[src/rtl/pwreg_pkg.sv]
package pwreg_pkg;
    localparam int ADDR_W = 8;
    localparam int DATA_W = 8;
    localparam int PW_W   = 2 * DATA_W;

    localparam logic [ADDR_W-1:0] A_SLAVE = 'h00;
    localparam logic [ADDR_W-1:0] A_CFG   = 'h01;
    localparam logic [ADDR_W-1:0] A_SET0  = 'h02;
    localparam logic [ADDR_W-1:0] A_SET1  = 'h03;
    localparam logic [ADDR_W-1:0] A_ENT_H = 'h04;
    localparam logic [ADDR_W-1:0] A_ENT_L = 'h05;
    localparam logic [ADDR_W-1:0] A_PWS_H = 'h06;
    localparam logic [ADDR_W-1:0] A_PWS_L = 'h07;

    localparam logic [DATA_W-1:0] RST_SLAVE = 'hA0;
    localparam logic [DATA_W-1:0] RST_SET   = 'h7F;
    localparam logic [DATA_W-1:0] RST_USER  = '1;
    localparam logic [PW_W-1:0]   RST_PW    = '1;
    localparam logic [DATA_W-1:0] HOLE_VAL  = '1;

    typedef enum logic [3:0] {
        RG_SLAVE,
        RG_CFG,
        RG_SET0,
        RG_SET1,
        RG_ENT_H,
        RG_ENT_L,
        RG_PWS_H,
        RG_PWS_L,
        RG_USER,
        RG_NONE
    } region_e;
endpackage

[src/rtl/pwreg_decode.sv]
module pwreg_decode
    import pwreg_pkg::*;
#(
    parameter int USER_BASE  = 16,
    parameter int USER_DEPTH = 16,
    localparam int UIDX_W    = $clog2(USER_DEPTH)
) (
    input  logic [ADDR_W-1:0] addr,
    output region_e           region,
    output logic [UIDX_W-1:0] uidx
);
    localparam logic [ADDR_W-1:0] U_LO = ADDR_W'(USER_BASE);
    localparam logic [ADDR_W-1:0] U_HI = ADDR_W'(USER_BASE + USER_DEPTH - 1);

    always_comb begin
        uidx = addr[UIDX_W-1:0];
        if (addr >= U_LO && addr <= U_HI) begin
            region = RG_USER;
        end else begin
            unique case (addr)
                A_SLAVE: region = RG_SLAVE;
                A_CFG:   region = RG_CFG;
                A_SET0:  region = RG_SET0;
                A_SET1:  region = RG_SET1;
                A_ENT_H: region = RG_ENT_H;
                A_ENT_L: region = RG_ENT_L;
                A_PWS_H: region = RG_PWS_H;
                A_PWS_L: region = RG_PWS_L;
                default: region = RG_NONE;
            endcase
        end
    end
endmodule

[src/rtl/pwreg_guard.sv]
module pwreg_guard
    import pwreg_pkg::*;
(
    input  logic [PW_W-1:0] entry,
    input  logic [PW_W-1:0] secret,
    input  region_e         region,
    output logic            match,
    output logic            allow
);
    always_comb begin
        match = (entry == secret);
        unique case (region)
            RG_ENT_H, RG_ENT_L:                 allow = 1'b1;
            RG_NONE:                            allow = 1'b0;
            RG_SLAVE, RG_CFG, RG_SET0, RG_SET1,
            RG_PWS_H, RG_PWS_L, RG_USER:        allow = match;
            default:                            allow = 1'b0;
        endcase
    end
endmodule

[src/rtl/pwreg_user_mem.sv]
module pwreg_user_mem
    import pwreg_pkg::*;
#(
    parameter int DEPTH      = 16,
    localparam int IDX_W     = $clog2(DEPTH)
) (
    input  logic              clk,
    input  logic              rst_n,
    input  logic              we,
    input  logic [IDX_W-1:0]  idx,
    input  logic [DATA_W-1:0] wdata,
    output logic [DATA_W-1:0] rdata
);
    logic [DATA_W-1:0] mem_q [DEPTH];
    logic [DATA_W-1:0] mem_d [DEPTH];

    for (genvar g = 0; g < DEPTH; g++) begin : g_cell
        always_comb begin
            mem_d[g] = mem_q[g];
            if (we && idx == IDX_W'(g)) begin
                mem_d[g] = wdata;
            end
        end

        always_ff @(posedge clk or negedge rst_n) begin
            if (!rst_n) begin
                mem_q[g] <= RST_USER;
            end else begin
                mem_q[g] <= mem_d[g];
            end
        end
    end

    assign rdata = mem_q[idx];
endmodule

[src/rtl/pwreg_file.sv]
module pwreg_file
    import pwreg_pkg::*;
#(
    parameter int USER_BASE  = 16,
    parameter int USER_DEPTH = 16,
    localparam int UIDX_W    = $clog2(USER_DEPTH)
) (
    input  logic              clk,
    input  logic              rst_n,
    input  logic              req_valid,
    input  logic              req_write,
    input  logic [ADDR_W-1:0] req_addr,
    input  logic [DATA_W-1:0] req_wdata,
    output logic              rd_valid_o,
    output logic [DATA_W-1:0] rd_data_o,
    output logic              wr_acc_o,
    output logic [ADDR_W-1:0] wr_addr_o,
    output logic [DATA_W-1:0] wr_data_o,
    output logic [DATA_W-1:0] slave_addr_o,
    output logic [DATA_W-1:0] setting0_o,
    output logic [DATA_W-1:0] setting1_o,
    output logic              hiz0_o,
    output logic              hiz1_o,
    output logic              unlocked_o
);
    typedef struct packed {
        logic [DATA_W-1:0] slave;
        logic [1:0]        hiz;
        logic [DATA_W-1:0] set0;
        logic [DATA_W-1:0] set1;
        logic [PW_W-1:0]   secret;
        logic [PW_W-1:0]   entry;
        logic              rd_valid;
        logic [DATA_W-1:0] rd_data;
        logic              acc;
        logic [ADDR_W-1:0] acc_addr;
        logic [DATA_W-1:0] acc_data;
    } state_t;

    localparam state_t RST_STATE = '{
        slave:    RST_SLAVE,
        hiz:      2'b00,
        set0:     RST_SET,
        set1:     RST_SET,
        secret:   RST_PW,
        entry:    RST_PW,
        rd_valid: 1'b0,
        rd_data:  '0,
        acc:      1'b0,
        acc_addr: '0,
        acc_data: '0
    };

    state_t            st_d, st_q;
    region_e           region;
    logic [UIDX_W-1:0] uidx;
    logic              match;
    logic              allow;
    logic              user_we;
    logic [DATA_W-1:0] user_rdata;
    logic [DATA_W-1:0] rd_byte;
    logic              wr_ok;

    pwreg_decode #(
        .USER_BASE  (USER_BASE),
        .USER_DEPTH (USER_DEPTH)
    ) decode_i (
        .addr   (req_addr),
        .region (region),
        .uidx   (uidx)
    );

    pwreg_guard guard_i (
        .entry  (st_q.entry),
        .secret (st_q.secret),
        .region (region),
        .match  (match),
        .allow  (allow)
    );

    assign wr_ok   = req_valid && req_write && allow;
    assign user_we = wr_ok && (region == RG_USER);

    pwreg_user_mem #(
        .DEPTH (USER_DEPTH)
    ) user_i (
        .clk   (clk),
        .rst_n (rst_n),
        .we    (user_we),
        .idx   (uidx),
        .wdata (req_wdata),
        .rdata (user_rdata)
    );

    always_comb begin
        unique case (region)
            RG_SLAVE: rd_byte = st_q.slave;
            RG_CFG:   rd_byte = {{(DATA_W-2){1'b0}}, st_q.hiz};
            RG_SET0:  rd_byte = st_q.set0;
            RG_SET1:  rd_byte = st_q.set1;
            RG_PWS_H: rd_byte = st_q.secret[PW_W-1:DATA_W];
            RG_PWS_L: rd_byte = st_q.secret[DATA_W-1:0];
            RG_USER:  rd_byte = user_rdata;
            default:  rd_byte = HOLE_VAL;
        endcase
    end

    always_comb begin
        st_d          = st_q;
        st_d.rd_valid = 1'b0;
        st_d.acc      = 1'b0;
        if (req_valid && !req_write) begin
            st_d.rd_valid = 1'b1;
            st_d.rd_data  = rd_byte;
        end
        if (wr_ok) begin
            st_d.acc      = 1'b1;
            st_d.acc_addr = req_addr;
            st_d.acc_data = req_wdata;
            unique case (region)
                RG_SLAVE: st_d.slave                      = req_wdata;
                RG_CFG:   st_d.hiz                        = req_wdata[1:0];
                RG_SET0:  st_d.set0                       = req_wdata;
                RG_SET1:  st_d.set1                       = req_wdata;
                RG_ENT_H: st_d.entry[PW_W-1:DATA_W]       = req_wdata;
                RG_ENT_L: st_d.entry[DATA_W-1:0]          = req_wdata;
                RG_PWS_H: st_d.secret[PW_W-1:DATA_W]      = req_wdata;
                RG_PWS_L: st_d.secret[DATA_W-1:0]         = req_wdata;
                default:  st_d.acc_data                   = req_wdata;
            endcase
        end
    end

    always_ff @(posedge clk or negedge rst_n) begin
        if (!rst_n) begin
            st_q <= RST_STATE;
        end else begin
            st_q <= st_d;
        end
    end

    assign rd_valid_o   = st_q.rd_valid;
    assign rd_data_o    = st_q.rd_data;
    assign wr_acc_o     = st_q.acc;
    assign wr_addr_o    = st_q.acc_addr;
    assign wr_data_o    = st_q.acc_data;
    assign slave_addr_o = st_q.slave;
    assign setting0_o   = st_q.set0;
    assign setting1_o   = st_q.set1;
    assign hiz0_o       = st_q.hiz[0];
    assign hiz1_o       = st_q.hiz[1];
    assign unlocked_o   = match;
endmodule

[config.mk]
export PLATFORM = sky130hd
export DESIGN_NAME = pwreg_file
export DESIGN_NICKNAME = d
export VERILOG_FILES = /design/src/rtl/pwreg_pkg.sv /design/src/rtl/pwreg_decode.sv /design/src/rtl/pwreg_guard.sv /design/src/rtl/pwreg_user_mem.sv /design/src/rtl/pwreg_file.sv
export SDC_FILE = /design/constraint.sdc
export NUM_CORES = 1
export LEC_CHECK = 0
export BUFFER_PORTS_ARGS = -buffer_cell sky130_fd_sc_hd__buf_2
export CAP_MARGIN = 25
export CORE_ASPECT_RATIO = 2
export CORE_MARGIN = 4
export CORE_UTILIZATION = 55
export CTS_BUF_LIST = sky130_fd_sc_hd__clkbuf_16
export DETAILED_ROUTE_END_ITERATION = 7
export PLACE_DENSITY = 0.73
export SLEW_MARGIN = 20
export SYNTH_ARGS = -nofsm -noshare
export SYNTH_HDL_FRONTEND = slang
export SYNTH_SLANG_ARGS = --single-unit
[constraint.sdc]
create_clock -name clk -period 4.2 [get_ports clk]
set_input_delay 0.42 -clock clk [delete_from_list [all_inputs] [get_ports clk]]
set_output_delay 0.42 -clock clk [all_outputs]
set_load 0.05 [all_outputs]
==> parameters.txt, run 1 <==
Parameter                              Value

Power and ir drop
  Peak supply drop ... around 320 µV
  PD cells ... approximately 350 nW/µm²
  Leakage component of the power ... about 4.8 nW
  Overall power ... 0.003929 W

Global route
  Number of global-route vias before repair ... approximately 7,000
  Number of antenna violations at the first check in global routing ... 0
  GR Util met1 ... ~27%
  Met3 track demand over resource ... 3.071%
  Pin count of the biggest net entering global routing ... between 100 and 150
  Global route overflow ... 0
  Gr usage total ... around 26%
  Layer with the highest usage after global routing ... met2
  Grt met2 use ... 48.01%
  First-pass GRT wire length ... just over 40,000 µm

Min path
  Hold Path Depth ... 3
  Endpoint with the worst hold slack ... wr_addr_o[4]$_DFFE_PN0N_
  Path type of the worst min-delay path ... in -> reg
  Hold wc startpoint ... req_addr[4]

Critical path
  Cell depth of the worst flop-to-flop path ... 8
  End of the worst register-to-register path ... slave_addr_o[3]$_DFFE_PN0P_
  Critical path data arrival time ... 2990 ps
  Critical Path Fanout Max ... 20
  Worst reg-to-reg setup slack ... 980 ps
  CP Class ... reg -> out
  Critical R2R Launch ... st_q[46]$_DFFE_PN1P_
  CP Launch Type ... flop
  Required time at the endpoint of the critical path ... approximately 3800 ps
  Capturing element type of the critical path ... output port

Synth
  Synth Area per Inst ... 14.25 µm²
  Post-synthesis sequential element count ... between 200 and 250
  Sequential area share after synthesis ... 54.78%
  Synthesized area ... around 10,000 µm²
  Number of instances in the synthesized netlist ... a little over 700
  Number of flops mapped to enable cells by yosys ... 0
  Net count after synthesis ... 728
  Synth cell types ... 40
  Top_reg_cell synth ... sky130_fd_sc_hd__dfstp_2
  Async SR Flop Fraction ... 100.0%
  Synthesis Warnings ... 0

Clocking
  Buffer levels on the longest clock path ... 3
  Clock tree from TritonCTS ... yes
  CTS H-tree depth ... 1
  Worst-skew pair later-pin latency ... 500 ps
  Clock buffer count from CTS ... 19
  # clock sinks ... 212
  Setup repair bufs after CTS ... 0
  Clock-pin transition on the worst setup and hold timing paths ... roughly 60 ps
  Post-CTS sizing ... 0
  Clock Tree Root ... sky130_fd_sc_hd__clkbuf_16

Floorplanning
  Height of the chip ... 199.5 µm
  Overall die area ... between 20,000 and 25,000 µm²
  Area of the placeable core ... 17,870 µm²
  Number of top-level pins ... 73
  Initial Util ... between 50% and 60%
  Chip width ... approximately 100 µm
  Num rows ... 69

Placement
  Placer's final routability congestion estimate ... ~0.94
  Post-detail-place hpwl ... about 18,000 µm
  Quantity of I/O buffers inserted on ports ... 72

Route
  Residual antenna-violating net count after detailed routing ... 0
  Detailed Route WL ... between 20,000 and 30,000 µm
  DRC errors left ... 0
  Per-cell via count in the routed design ... between 6 and 7
  First-pass DRT Iterations ... 5
  Average wire length per cell after detail routing ... approximately 26 µm
  Iteration-0 DRC count of the detailed router ... 371
  Vias post-DR ... 6,390

Job
  # Max-Cap Violations ... 0

Timing
  Final number of max-transition violations ... 0
  Transition time of the tightest slew-check pin ... approximately 900 ps
  Headroom to the max-slew limit ... roughly 40%
  Total Negative Setup Slacks ... 0 ps
  Final hold viol count ... 0
  Maximum operating frequency ... a little under 300 MHz
  Unrepaired setup endpoints after global routing ... no
  Final critical-path required period ... 3413 ps
  Portion of the clock cycle consumed by the worst path in the final layout ... about four fifths
  Clock tree skew after final layout ... 11.13 ps
  Count of final setup violators ... 0

Final layout
  Area growth from synthesis to layout ... 10.80%
  Number of antenna cells inserted ... 0
  Final net count ... 783
  Share of cells above drive strength 1 ... 66.67%

Run status
  Result of the run ... finished, final reports clean
kinds of logic (layout without fill, tap and decap cells):
logic type | after synthesis | after routing | share of synthesized area [%]
muxes | 222 | 222 | 28.23
DFF | 212 | 212 | 54.78
and+or+nand+nor | 118 | 118 | 7.269
AOI/OAI and AO/OA | 87 | 87 | 6.127
buffers and inverters | 53 | 119 | 2.208
xor gates and xnor gates | 16 | 16 | 1.389
cells in the mapped netlist, types with 10 or more instances:
library cell / number / area, µm²
sky130_fd_sc_hd__mux2_2: 180 / 2027
sky130_fd_sc_hd__dfstp_2: 176 / 4624
sky130_fd_sc_hd__dfrtp_1: 36 / 900.9
sky130_fd_sc_hd__clkbuf_1: 35 / 131.4
sky130_fd_sc_hd__mux4_2: 32 / 720.7
sky130_fd_sc_hd__o21ai_0: 27 / 135.1
sky130_fd_sc_hd__nand2_1: 22 / 82.58
sky130_fd_sc_hd__nand3_1: 21 / 105.1
sky130_fd_sc_hd__nor2_1: 21 / 78.83
sky130_fd_sc_hd__a22o_1: 16 / 140.1
sky130_fd_sc_hd__a32oi_1: 16 / 140.1
sky130_fd_sc_hd__xor2_1: 16 / 140.1
sky130_fd_sc_hd__nor3_2: 14 / 140.1
sky130_fd_sc_hd__buf_2: 12 / 60.06
sky130_fd_sc_hd__mux2i_1: 10 / 100.1
how the worst max path moves through the flow:
| stage | depth (start not counted) | slack [ps] | endpoint | start |
|---|---|---|---|---|
| floorplan | 6 | 1790 | setting1_o[7]$_DFFE_PN0P_ | req_addr[7] |
| global placement | 8 | 1090 | slave_addr_o[6]$_DFFE_PN0P_ | st_q[46]$_DFFE_PN1P_ |
| detailed placement | 8 | 1040 | slave_addr_o[3]$_DFFE_PN0P_ | st_q[46]$_DFFE_PN1P_ |
| CTS | 7 | 800 | unlocked_o | st_q[46]$_DFFE_PN1P_ |
| global route | 7 | 510 | unlocked_o | st_q[46]$_DFFE_PN1P_ |
| finish | 7 | 790 | unlocked_o | st_q[46]$_DFFE_PN1P_ |
area by class of cell:
| type | instances | area (µm²) |
|---|---|---|
| sequential | 212 | 5525 |
| multi-input combinational | 443 | 4339 |
| clock buffer | 19 | 475.5 |
| timing repair buffer | 85 | 506.7 |
| clock inverter | 13 | 56.30 |
| inverter | 2 | 7.507 |
| fill | 1385 | 6694 |
| tap | 213 | 266.5 |
report_power, final:
group / internal [W] / switching (W) / total, W / leakage (nW)
registers: 0.00208 / 0.0000119 / 0.00209 / 2.27
logic: 0.0000663 / 0.000218 / 0.000284 / 2.21
clock network: 0.000820 / 0.000737 / 0.00156 / 0.285
cell usage in the layout (no fill, tap or decap), drive strengths merged, types with 16 or more instances in the layout:
| cell | n |
|---|---|
| buf | 84 |
| dfstp | 176 |
| a32oi | 16 |
| nor2 | 21 |
| o21ai | 27 |
| mux2 | 180 |
| a22o | 16 |
| nand2 | 22 |
| nor3 | 20 |
| nand3 | 21 |
| clkbuf | 19 |
| mux4 | 32 |
| dfrtp | 36 |
| xor2 | 16 |
what timing repair did:
| action | CTS | global route |
|---|---|---|
| setup endpoints to repair | 0 | 0 |
| hold buffers | 0 | 1 |
| hold endpoints to repair | 0 | 22 |
state kept, by name, summed over array words and instances, names as in the netlist:
| register | count |
|---|---|
| user_i.mem_q | 128 |
| st_q | 32 |
| rd_data_o | 8 |
| setting0_o | 8 |
| setting1_o | 8 |
| slave_addr_o | 8 |
| wr_addr_o | 8 |
| wr_data_o | 8 |
| hiz0_o | 1 |
| hiz1_o | 1 |
| rd_valid_o | 1 |
| wr_acc_o | 1 |
routing by layer:
metal	part of all wire, %	wire length (µm)
met4	7.4	1912
met1	35	8939
met5	0	0
met3	3.8	970
met2	54	13950
through the flow:
stage               cells  setup WS (ps)  cell area [µm²]  hold slack (ps)  util [%]
floorplan             708           1792            10090            124.4         -
global placement      952           1093            10600            467.3     59.29
detailed placement    953           1043            10610            470.0     59.35
CTS                   985          803.9            11140            159.7     62.33
global route          987          506.0            11180            240.0     62.54
finish                987          786.6            11180            248.0     62.54
critical path: stages, from the launching register on:
cell                      delay [ps]
sky130_fd_sc_hd__dfstp_2         570
sky130_fd_sc_hd__xor2_1           80
sky130_fd_sc_hd__nor4_1          520
sky130_fd_sc_hd__nand4_1         160
sky130_fd_sc_hd__buf_4           290
sky130_fd_sc_hd__inv_1           310
sky130_fd_sc_hd__buf_4           270
sky130_fd_sc_hd__buf_2           290
(Power assumes the default switching activity.)
==> run 2: changes to the inputs <==
Clock period 4.2 ns to 3.5 ns, I/O delays scaled along.
==> run 2 against run 1 <==
Compared with the run above:
- die area unchanged
- register-to-register slack got worse by 80 ps
- critical path depth up 1
- combinational power is 21% higher
- clock power increased by 35%
- largest cell class unchanged
- worst setup slack got worse by 190 ps
- global-route usage down 0.28 points
- sequential share of layout area is 0.93 points lower
==> parameters.txt, run 2 (synthesis gave the netlist of run 1 again) <==
Parameter                              Value

Run status
  Result of the run ... finished, final reports clean

Power and ir drop
  Leakage component of the power ... roughly 5 nW
  Peak supply drop ... 318.4 µV
  PD cells ... about 430 nW/µm²
  Overall power ... a little under 0.005 W

Critical path
  Cell depth of the worst flop-to-flop path ... 8
  Capturing element type of the critical path ... output port
  Critical R2R Launch ... st_q[55]$_DFFE_PN1P_
  End of the worst register-to-register path ... user_i.mem_q[62]$_DFFE_PN1P_
  Cells along the critical path ... xor2_1 -> nor4_1 -> buf_4 -> nand4_1 -> buf_4 -> inv_1 -> buf_4 -> buf_2
  Buffering stage count on the worst path with inverters included ... 5
  Critical path data arrival time ... around 2600 ps
  Cell with the most instances on the worst path ... sky130_fd_sc_hd__buf_4
  Worst path top cell family by delay ... buffers and inverters
  Critical-path top delay cell ... sky130_fd_sc_hd__dfstp_2
  Required time at the endpoint of the critical path ... roughly 3200 ps
  CP Class ... reg -> out
  Worst reg-to-reg setup slack ... roughly 900 ps
  CP Launch Type ... flop
  Delay of the slowest cell on the worst path ... 550 ps
  Critical Path Fanout Max ... 12

Timing
  Worst hold slack ... between 200 and 250 ps
  Unrepaired setup endpoints after global routing ... no
  Total Negative Setup Slacks ... 0 ps
  Final hold viol count ... 0
  Maximum operating frequency ... between 300 and 400 MHz
  Transition time of the tightest slew-check pin ... 791.9 ps
  Headroom to the max-slew limit ... a little under half
  Final number of max-transition violations ... 0
  Clock tree skew after final layout ... about 9.7 ps
  Portion of the clock cycle consumed by the worst path in the final layout ... 82.88%
  Final critical-path required period ... 2901 ps
  Count of final setup violators ... 0

Route
  Detailed Route WL ... about 26,000 µm
  Per-cell via count in the routed design ... between 6 and 7
  Average wire length per cell after detail routing ... ~26 µm
  Iteration-0 DRC count of the detailed router ... 308
  Vias post-DR ... 6,355
  Residual antenna-violating net count after detailed routing ... 0
  First-pass DRT Iterations ... 4
  DRC errors left ... 0

Global route
  Global route overflow ... 0
  Number of global-route vias before repair ... just over 7,000
  Number of antenna violations at the first check in global routing ... 0
  Gr usage total ... between 20% and 30%
  Pin count of the biggest net entering global routing ... 98
  First-pass GRT wire length ... around 41,000 µm

Clocking
  Worst-skew pair later-pin latency ... 490 ps
  Clock buffer count from CTS ... 20
  Setup repair bufs after CTS ... 0
  Clock-pin transition on the worst setup and hold timing paths ... 70 ps
  Buffer levels on the longest clock path ... 3
  CTS H-tree depth ... 1
  Clock tree from TritonCTS ... yes
  Clock Tree Root ... sky130_fd_sc_hd__clkbuf_16
  Post-CTS sizing ... 0
  # clock sinks ... 212
  Count of hold-fix buffers inserted at cts ... 1

Floorplanning
  Height of the chip ... 199.5 µm
  Num rows ... 69
  Area of the placeable core ... about 18,000 µm²
  Chip width ... a little over 100 µm
  Overall die area ... slightly above 20,000 µm²
  Number of top-level pins ... 73
  Initial Util ... between 50% and 60%

Final layout
  Number of antenna cells inserted ... 0
  Final net count ... 803
  Commonest cells after routing, fill and taps aside ... 180 x sky130_fd_sc_hd__mux2_2, 176 x sky130_fd_sc_hd__dfstp_2, 71 x sky130_fd_sc_hd__buf_2
  Fraction of the core area covered by cells at the end of the flow ... between 60 and 70%
  Max reg flops ... 128
  Registers with the highest flip-flop counts ... user_i.mem_q (128), st_q (32)
  Area growth from synthesis to layout ... 12.94%
  Share of cells above drive strength 1 ... between 60% and 70%
  Most frequent standard cell in the layout excluding fill and tap cells ... sky130_fd_sc_hd__mux2_2
  Register containing the most flip-flops in the final layout ... user_i.mem_q

Placement
  Post-detail-place hpwl ... 18,250 µm
  Placer's final routability congestion estimate ... about 1
  Quantity of I/O buffers inserted on ports ... 72

Min path
  Endpoint with the worst hold slack ... wr_addr_o[4]$_DFFE_PN0N_
  Path type of the worst min-delay path ... in -> reg
  Hold wc startpoint ... req_addr[4]
  Hold Path Depth ... 3

Job
  # Max-Cap Violations ... 0
run 2: cell count changes in the layout (fill, tap and decap cells not counted):
cell                        before  now
sky130_fd_sc_hd__clkinv_1        4    3
sky130_fd_sc_hd__buf_4           9   30
sky130_fd_sc_hd__inv_6           1    0
sky130_fd_sc_hd__clkinv_2        2    3
sky130_fd_sc_hd__bufinv_16       0    1
sky130_fd_sc_hd__clkbuf_8        0    1
sky130_fd_sc_hd__clkbuf_16      19   22
sky130_fd_sc_hd__buf_6           1    0
sky130_fd_sc_hd__buf_16          1    0
sky130_fd_sc_hd__buf_8           1    0
run 2: final cells by class:
cell class | count | area (µm²)
fillers | 1333 | 6479
flip-flops and latches | 212 | 5525
multi-input cells | 443 | 4339
repair buffers | 104 | 624.3
clock buffers | 22 | 550.5
well taps | 213 | 266.5
clock inverters | 13 | 78.83
inverters | 2 | 7.507
run 2: tightest hold or removal path, cell delays in order:
cell,delay (ps)
sky130_fd_sc_hd__buf_2,140
sky130_fd_sc_hd__nand3_1,70
sky130_fd_sc_hd__o21ai_0,90
run 2: worst max path at each step:
stage | from | endpoint | depth (start not counted)
after floorplan | req_addr[7] | setting1_o[7]$_DFFE_PN0P_ | 6
after global placement | req_addr[0] | setting1_o[7]$_DFFE_PN0P_ | 5
after detailed placement | req_addr[0] | setting1_o[7]$_DFFE_PN0P_ | 5
after CTS | st_q[55]$_DFFE_PN1P_ | unlocked_o | 8
after global routing | st_q[55]$_DFFE_PN1P_ | unlocked_o | 8
final | st_q[55]$_DFFE_PN1P_ | unlocked_o | 8
run 2: report_power, final:
| group | internal, W | leakage, nW | switching, W |
|---|---|---|---|
| Combinational | 0.0000798 | 2.30 | 0.000264 |
| Sequential | 0.00249 | 2.27 | 0.0000148 |
| Clock | 0.00120 | 0.334 | 0.000900 |
run 2: routing by layer:
metal	wire (µm)	global-route usage (%)	share of wire [%]
met5	0	0	0
met4	1996	18.10	7.7
met3	969	3.233	3.8
met2	14040	48.06	54
met1	8804	25.68	34
run 2: through the flow:
stage | setup WS (ps) | area (µm²) | cells
floorplan | 1162 | 10090 | 708
global placement | 753.3 | 10750 | 972
detailed placement | 709.8 | 10750 | 973
CTS | 609.3 | 11390 | 1009
global route | 539.6 | 11390 | 1009
finish | 599.4 | 11390 | 1009
==> run 3: changes to the inputs <==
Clock period 3.5 ns to 2.7 ns, I/O delays scaled along.
==> run 3 against run 2 <==
Compared with the run above:
- critical path depth shrank 2
- first-iteration DRC count grew 38%
- routed wire length grew 1.7%
- combinational power grew 34%
- hold slack lost 110 ps
- final cell count grew 1.5%
- worst setup slack lost 490 ps
- largest cell class unchanged
==> parameters.txt, run 3 (synthesis gave the netlist of run 1 again) <==
Parameter                              Value

Route
  Vias post-DR ... 6,495
  Residual antenna-violating net count after detailed routing ... 0
  Iteration-0 DRC count of the detailed router ... about 420
  First-pass DRT Iterations ... 5
  Detailed Route WL ... around 26,000 µm
  Per-cell via count in the routed design ... roughly 6.3
  Average wire length per cell after detail routing ... about 26 µm
  DRC errors left ... 0

Floorplanning
  Initial Util ... a little under three fifths
  Overall die area ... a little over 20,000 µm²
  Chip width ... 103.8 µm
  Number of top-level pins ... between 70 and 80
  Area of the placeable core ... around 18,000 µm²
  Num rows ... around 70
  Height of the chip ... about 200 µm

Timing
  Transition time of the tightest slew-check pin ... 795.7 ps
  Final number of max-transition violations ... 0
  Unrepaired setup endpoints after global routing ... no
  Maximum operating frequency ... between 300 and 400 MHz
  Final critical-path required period ... roughly 2600 ps
  Count of final setup violators ... 0
  Portion of the clock cycle consumed by the worst path in the final layout ... 95.89%
  Clock tree skew after final layout ... around 7.9 ps
  Total Negative Setup Slacks ... 0 ps
  Final hold viol count ... 0
  Headroom to the max-slew limit ... 46.96%

Final layout
  Register containing the most flip-flops in the final layout ... user_i.mem_q
  Number of cells in the finished layout apart from fillers ... slightly above 1,000
  Area growth from synthesis to layout ... 15.36%
  Number of antenna cells inserted ... 0
  Share of cells above drive strength 1 ... 69.17%
  Max reg flops ... about 130
  Registers with the highest flip-flop counts ... user_i.mem_q (128), st_q (32)
  Commonest cells after routing, fill and taps aside ... 180 x sky130_fd_sc_hd__mux2_2, 176 x sky130_fd_sc_hd__dfstp_2, 70 x sky130_fd_sc_hd__buf_2
  Most frequent standard cell in the layout excluding fill and tap cells ... sky130_fd_sc_hd__mux2_2
  Final net count ... a little over 800

Min path
  Path type of the worst min-delay path ... in -> reg
  Hold Path Depth ... 3
  Hold wc startpoint ... req_addr[4]

Clocking
  Clock tree from TritonCTS ... yes
  Clock-pin transition on the worst setup and hold timing paths ... 70 ps
  Setup repair bufs after CTS ... 0
  Buffer levels on the longest clock path ... 3
  CTS H-tree depth ... 1
  # clock sinks ... 212
  Worst-skew pair later-pin latency ... between 400 and 500 ps
  Clock Tree Root ... sky130_fd_sc_hd__clkbuf_16
  Clock buffer count from CTS ... 20

Critical path
  CP Launch Type ... flop
  Capturing element type of the critical path ... output port
  Critical R2R Launch ... st_q[55]$_DFFE_PN1P_
  Critical Path Fanout Max ... 14
  Cell depth of the worst flop-to-flop path ... 7
  Timing startpoint of the critical path ... st_q[55]$_DFFE_PN1P_
  Critical path data arrival time ... ~2300 ps
  CP Class ... reg -> out
  Required time at the endpoint of the critical path ... ~2400 ps

Global route
  Gr usage total ... 26.15%
  Number of global-route vias before repair ... roughly 7,100
  Number of antenna violations at the first check in global routing ... 0
  Global route overflow ... 0
  First-pass GRT wire length ... between 40,000 and 50,000 µm
  Pin count of the biggest net entering global routing ... 95

Run status
  Result of the run ... finished, final reports clean

Power and ir drop
  Overall power ... about 0.0065 W
  Peak supply drop ... 485.6 µV
  Leakage component of the power ... about 5.0 nW
  PD cells ... 562.3 nW/µm²

Placement
  Post-detail-place hpwl ... around 18,000 µm
  Total instance count after detailed placement ... 987
  Placer's final routability congestion estimate ... roughly 1.0
  Quantity of I/O buffers inserted on ports ... 72

Job
  # Max-Cap Violations ... 0
run 3: worst max-delay path, cell delays in order, from the launching register on:
cell,delay [ps]
sky130_fd_sc_hd__dfstp_2,580
sky130_fd_sc_hd__xor2_1,100
sky130_fd_sc_hd__nor4_2,300
sky130_fd_sc_hd__nand4_1,180
sky130_fd_sc_hd__inv_1,170
sky130_fd_sc_hd__buf_4,240
sky130_fd_sc_hd__clkbuf_4,260
run 3: area by class of cell:
type | instances | area [µm²]
Fill cell | 1290 | 6235
Sequential cell | 212 | 5525
Multi-Input combinational cell | 443 | 4358
Timing Repair Buffer | 118 | 807.0
Clock buffer | 21 | 525.5
Tap cell | 213 | 266.5
Clock inverter | 15 | 146.4
Inverter | 2 | 7.507
run 3: timing repair:
action                                  CTS  global route
hold buffers                              1             0
hold endpoints to repair                 18             0
endpoints found under the setup margin    0             1
resized for setup                         0             3
run 3: worst paths after layout:
check                      slack [ps]                            to
hold / removal                    100      wr_addr_o[4]$_DFFE_PN0N_
min in group asynchronous         420      wr_addr_o[2]$_DFFE_PN0N_
setup / recovery                  110                    unlocked_o
max in group asynchronous        1440  user_i.mem_q[64]$_DFFE_PN1P_
hold reg to reg                   480      wr_addr_o[6]$_DFFE_PN0N_
setup reg to reg                  230          st_q[54]$_DFFE_PN1P_
run 3: layer usage:
| layer | wire (µm) | global-route usage [%] | share of wire, % |
|---|---|---|---|
| met5 | 0 | 0 | 0 |
| met4 | 2018 | 16.81 | 7.7 |
| met2 | 13950 | 47.74 | 53 |
| met3 | 1057 | 3.201 | 4.0 |
| met1 | 9219 | 28.76 | 35 |
run 3: report_power, final:
group | switching, W | internal (W)
combinational | 0.000345 | 0.000114
sequential | 0.0000190 | 0.00323
clock | 0.00121 | 0.00162
total | 0.00158 | 0.00497
run 3: per-stage QoR:
stage               area (µm²)  worst slack, ps  hold slack [ps]  util, %
detailed placement       10930            174.0            404.3    61.18
finish                   11640            111.1            100.5    65.11
global placement         10930            174.8            383.4    61.18
floorplan                10090            396.8           -25.59        -
CTS                      11610            6.990            84.37    64.99
global route             11640            26.99            110.4    65.11
